### config.mk
export PLATFORM = sky130hd
export DESIGN_NAME = sat_arith
export DESIGN_NICKNAME = d
export VERILOG_FILES = /design/src/rtl/sat_arith_pkg.sv /design/src/rtl/sat_double.sv /design/src/rtl/sat_addsub.sv /design/src/rtl/sat_arith.sv
export SDC_FILE = /design/constraint.sdc
export NUM_CORES = 1
export LEC_CHECK = 0
export CAP_MARGIN = 25
export CORE_ASPECT_RATIO = 0.5
export CORE_MARGIN = 4
export CORE_UTILIZATION = 50
export CTS_CLUSTER_SIZE = 25
export DETAILED_ROUTE_END_ITERATION = 8
export DONT_BUFFER_PORTS = 1
export GPL_TIMING_DRIVEN = 0
export PLACE_DENSITY = 0.75
export RECOVER_POWER = 100
export SLEW_MARGIN = 20
export SYNTH_ARGS = -nofsm -noshare
export SYNTH_HDL_FRONTEND = slang
export SYNTH_HIERARCHICAL = 1
export SYNTH_SLANG_ARGS = --single-unit
### constraint.sdc
create_clock -name clk -period 0.8 [get_ports clk]
set_input_delay 0.12 -clock clk [delete_from_list [all_inputs] [get_ports clk]]
set_output_delay 0.12 -clock clk [all_outputs]
set_load 0.1 [all_outputs]
### src/rtl/sat_arith_pkg.sv
package sat_arith_pkg;
  typedef enum logic [1:0] {
    OP_ADD  = 2'd0,
    OP_SUB  = 2'd1,
    OP_DADD = 2'd2,
    OP_DSUB = 2'd3
  } sat_op_e;
endpackage

### src/rtl/sat_double.sv
module sat_double #(
  parameter int WIDTH = 32
) (
  input  logic             en,
  input  logic [WIDTH-1:0] din,
  output logic [WIDTH-1:0] dout,
  output logic             clamp
);
  localparam logic [WIDTH-1:0] MAXV = {1'b0, {(WIDTH-1){1'b1}}};
  localparam logic [WIDTH-1:0] MINV = {1'b1, {(WIDTH-1){1'b0}}};

  logic ovf;

  always_comb begin
    ovf = din[WIDTH-1] ^ din[WIDTH-2];
    if (!en) begin
      dout  = din;
      clamp = 1'b0;
    end else if (ovf) begin
      dout  = din[WIDTH-1] ? MINV : MAXV;
      clamp = 1'b1;
    end else begin
      dout  = {din[WIDTH-2:0], 1'b0};
      clamp = 1'b0;
    end
  end
endmodule

### src/rtl/sat_addsub.sv
module sat_addsub #(
  parameter int WIDTH = 32
) (
  input  logic             sub,
  input  logic [WIDTH-1:0] a,
  input  logic [WIDTH-1:0] b,
  output logic [WIDTH-1:0] y,
  output logic             clamp
);
  localparam logic [WIDTH-1:0] MAXV = {1'b0, {(WIDTH-1){1'b1}}};
  localparam logic [WIDTH-1:0] MINV = {1'b1, {(WIDTH-1){1'b0}}};

  logic [WIDTH-1:0] raw;
  logic             sa, sb, sr;

  always_comb begin
    raw = sub ? (a - b) : (a + b);
    sa  = a[WIDTH-1];
    sb  = b[WIDTH-1];
    sr  = raw[WIDTH-1];
    if (sub) clamp = (sa != sb) && (sr != sa);
    else     clamp = (sa == sb) && (sr != sa);
    if (clamp) y = sr ? MAXV : MINV;
    else       y = raw;
  end
endmodule

### src/rtl/sat_arith.sv
module sat_arith
  import sat_arith_pkg::*;
#(
  parameter int WIDTH = 32
) (
  input  logic             clk,
  input  logic             rst_n,
  input  logic             op_vld,
  input  logic [1:0]       op_sel,
  input  logic [WIDTH-1:0] src_a,
  input  logic [WIDTH-1:0] src_b,
  input  logic             sat_clr,
  output logic             res_vld,
  output logic [WIDTH-1:0] res_data,
  output logic             sat_flag
);
  logic [WIDTH-1:0] dbl_val, sum_val;
  logic             dbl_clamp, sum_clamp;
  logic             vld_q, flag_q, vld_d, flag_d;
  logic [WIDTH-1:0] data_q, data_d;
  sat_op_e          op;

  assign op = sat_op_e'(op_sel);

  sat_double #(.WIDTH(WIDTH)) u_dbl (
    .en   (op == OP_DADD || op == OP_DSUB),
    .din  (src_b),
    .dout (dbl_val),
    .clamp(dbl_clamp)
  );

  sat_addsub #(.WIDTH(WIDTH)) u_as (
    .sub  (op == OP_SUB || op == OP_DSUB),
    .a    (src_a),
    .b    (dbl_val),
    .y    (sum_val),
    .clamp(sum_clamp)
  );

  always_comb begin
    vld_d  = op_vld;
    data_d = op_vld ? sum_val : data_q;
    flag_d = flag_q;
    if (sat_clr) flag_d = 1'b0;
    if (op_vld && (dbl_clamp || sum_clamp)) flag_d = 1'b1;
  end

  always_ff @(posedge clk or negedge rst_n) begin
    if (!rst_n) begin
      vld_q  <= 1'b0;
      data_q <= '0;
      flag_q <= 1'b0;
    end else begin
      vld_q  <= vld_d;
      data_q <= data_d;
      flag_q <= flag_d;
    end
  end

  assign res_vld  = vld_q;
  assign res_data = data_q;
  assign sat_flag = flag_q;
endmodule

==> flow_metrics.tcl <==
set metrics [dict create \
    cts_sinks 34 \
    fmax_ghz 0.231 \
    holdWs_ns -0.464 \
    status "complete, but fails checks" \
    synth_fa_ha_area_frac 0.0929 \
    h-tree-depth 2 \
    portBuffers 0 \
    cts-root-buf "clkbuf_16" \
    syn_area_sq_mm 0.00504 \
    ys.flop_type "dfrtp_1" \
    rsz0062_at_grt "true" \
    post-route-cell-area_sq_mm 0.00610 \
    ant_nets 0 \
    multi_input_area_sq_mm 0.00414 \
    netSwitchingFraction 0.573 \
    seq_area_frac_synth 0.169 \
    n_antenna_cell 0 \
    postSynthCellCount 576 \
    seqPwrFrac 0.502 \
    num_rows 25 \
    path_cells "ha_4, nand2b_4, buf_6, a31o_4, or3_4, or2_4, nor2_4, nand2_1, nor3_2, a31oi_1, xnor2_1, ha_2, buf_4, nand4_1, nor2_1, a21o_1, a21oi_1, o21a_4, a21oi_4, nor3b_4, buf_6, buf_6, o21ai_4, mux2_4" \
    core_sq_mm 0.00963 \
    net-switching-power_uw 11200 \
    async_reset_ff_frac 1.00 \
    instances_no_fill 742 \
    nFillCells 822 \
    start_util 0.523 \
    antenna_found_initial 0 \
    min_path_type "input port to asynchronous set/reset pin" \
    fp.dieH_um 79.0 \
    synth-xor-area-share 0.106 \
    synth-seq-cells 34 \
    grt_start_max_net_pins 35 \
    critPathKind "input port to register" \
    worst_clock_skew_ns 0 \
    worstPathRequired_ns 0.96 \
    post-route-period-util 5.41 \
    drc 0 \
    violations "negative hold slack, negative setup slack" \
    grt_pass1_wl_mm 21.5 \
    layout_setup_ws_ns -3.53 \
    dp_hpwl_mm 10.8 \
    crit_arrival_ns 4.48 \
    cp_max_fo 5 \
    clk_pin_slew_worst_paths_ns 0.05 \
    start_kind "input port" \
    slowest_delay_ns 0.38 \
    clockPowerShare 0.106 \
    hold_viol 34 \
    synth_edf_count 0 \
    dp_cells 711 \
    r2r_cells 1 \
    first_global_vias 4220 \
    synth_fp_nets 682 \
    crit_top_cell "buf_6" \
    finalSetupTns_ns -122.69 \
    p_per_area_mw_per_mm2 3220 \
    drive_gt1_frac 0.354 \
    globalRouteTotalUtil 0.224 \
    postSynthAreaPerCell_sq_um 8.74 \
    setup_viol 67 \
    combinationalPowerShare 0.393 \
    cts_buffer_depth 2 \
    synth_top_family_by_area "compound AO/OA/AOI/OAI gates" \
    drt_iter0_markers 252 \
    hold_buffers 2 \
    worst_ir_drop_vdd_mv 1.78 \
    cts_tree "done" \
    clk_latency_ns 0.27 \
    grt_overflow 0 \
    yosys-mux-area-fraction 0.0981 \
    wl_per_cell_um 18.4 \
    maxCapViolations 0 \
    die_area_sq_mm 0.0118 \
    io_pins 104 \
    vias 4345 \
    postPlaceCellArea_sq_mm 0.00534 \
    yosys.area_share.simple 0.183 \
    drtPass1Iterations 5 \
    intPower_uw 8390 \
    slew-limit-headroom 0.640 \
    synth_warnings 6 \
    avgViaCountPerCell 5.86 \
    place_congestion 0.929 \
    final_nets 712 \
    numCtsBuffers 5 \
    end_kind "register" \
    yosysUniqueCellTypes 66 \
    wirelength_mm 13.7 \
    period_needed_ns 4.33 \
    synth_compound_area_frac 0.276 \
    die_x_um 150 \
    tightest_slew_ns 0.538 \
    cpMaxStageDelayCell "or3_4" \
    regArea_sq_um 978 \
    area_delta_synth_final_pct 21.2 \
    p_leak_uw 0.00247 \
    finalMaxSlewViolations 0 \
]
## routing by layer
metal / vias to the layer above / routed length (um) / track usage
met3: 11 / 1460 / 0.0696
met4: 0 / 130 / 0.0411
met2: 157 / 5750 / 0.346
met5: - / 0 / 0
li1: 2146 / - / -
met1: 2031 / 6330 / 0.311
## area by class of cell
type                       count  share of cell area
inverter                      19              0.0125
timing repair buffer          29              0.0422
tap                          135              0.0277
sequential                    34               0.160
buffer                        31              0.0523
multi-input combinational    486               0.678
clock buffer                   8              0.0273
## timing repair
action / CTS / global route
gates cloned: 4 / 0
setup endpoints to repair: 67 / 67
pin swaps: 31 / 16
endpoints found under the hold margin: 36 / 34
gates resized for setup: 87 / 30
buffers inserted: 16 / 7
## synthesized netlist by cell type, types with 17 or more instances
cell      instances  area (sq um)
o21ai_2          29           254
nor2_1           29           109
ha_1             35           438
xnor2_1          40           350
o21ai_0          17          85.1
a31o_1           30           263
mux2_4           30           450
dfrtp_1          34           851
nand2b_1         36           225
xor2_1           19           166
inv_1            19          71.3
a21oi_1          49           245
nor2b_1          32           200
nand2_1          19          71.3
a21o_1           17           128
## cell usage in the layout (no fill, tap or decap), types with 8 or more instances in the layout
| cell | Yosys | final |
|---|---|---|
| o21ai_0 | 17 | 12 |
| xnor2_1 | 40 | 40 |
| dfrtp_4 | 0 | 34 |
| xor2_1 | 19 | 19 |
| nand2_1 | 19 | 16 |
| a31o_1 | 30 | 26 |
| nor3_1 | 13 | 8 |
| nand2b_1 | 36 | 36 |
| nor2_1 | 29 | 25 |
| inv_1 | 19 | 18 |
| buf_6 | 11 | 16 |
| mux2_4 | 30 | 33 |
| buf_4 | 6 | 24 |
| a21oi_1 | 49 | 42 |
| a21o_1 | 17 | 17 |
| o21ai_2 | 29 | 27 |
| nor2b_1 | 32 | 32 |
| ha_1 | 35 | 27 |
## final timing paths
kind,start,to,slack (ns)
setup / recovery,src_b[31],res_data[17],-3.53
hold / removal,rst_n,res_data[6],-0.46
setup reg to reg,res_data[9],res_data[9],-0.26
hold reg to reg,sat_flag,sat_flag,0.81
max in group asynchronous,rst_n,res_vld,1.17
min in group clk,src_a[31],res_data[31],0.15
## critical path, delay by kind of cell
kind,cells,cell delay [ns]
compound gates,7,1.08
simple gates,9,1.63
mux,1,0.26
xor+xnor,1,0.21
buf+inv,4,0.60
fa+ha+maj,2,0.56
## power groups by stage
stage	clock network (uW)	registers (uW)	logic (uW)
floorplan	0	9060	5700
global placement	0	9350	6610
detailed placement	0	9380	6810
CTS	2090	9890	7300
global route	2190	9980	8310
finish	2070	9850	7710
## kinds of logic (layout without fill, tap and decap cells)
group	count (synthesis)	after routing
multiplexers	34	34
AO/OA/AOI/OAI	191	191
XOR/XNOR	60	60
AND/OR/NAND/NOR	164	164
buffers and inverters	56	87
adder cells (fa/ha/maj)	37	37
flip-flops	34	34
## state kept, by name, summed over array words and instances (netlist names)
name	count
res_data	32
res_vld	1
sat_flag	1
## stage by stage
stage | util | total power [uW] | worst slack [ns]
6_report | 0.634 | 19600 | -3.53
5_1_grt | 0.634 | 20500 | -3.69
4_1_cts | 0.616 | 19300 | -3.46
3_5_place_dp | 0.554 | 16200 | -4.28
3_3_place_gp | 0.554 | 16000 | -4.25
2_1_floorplan | - | 14800 | -3.55
Power figures use the tool's default switching activity.
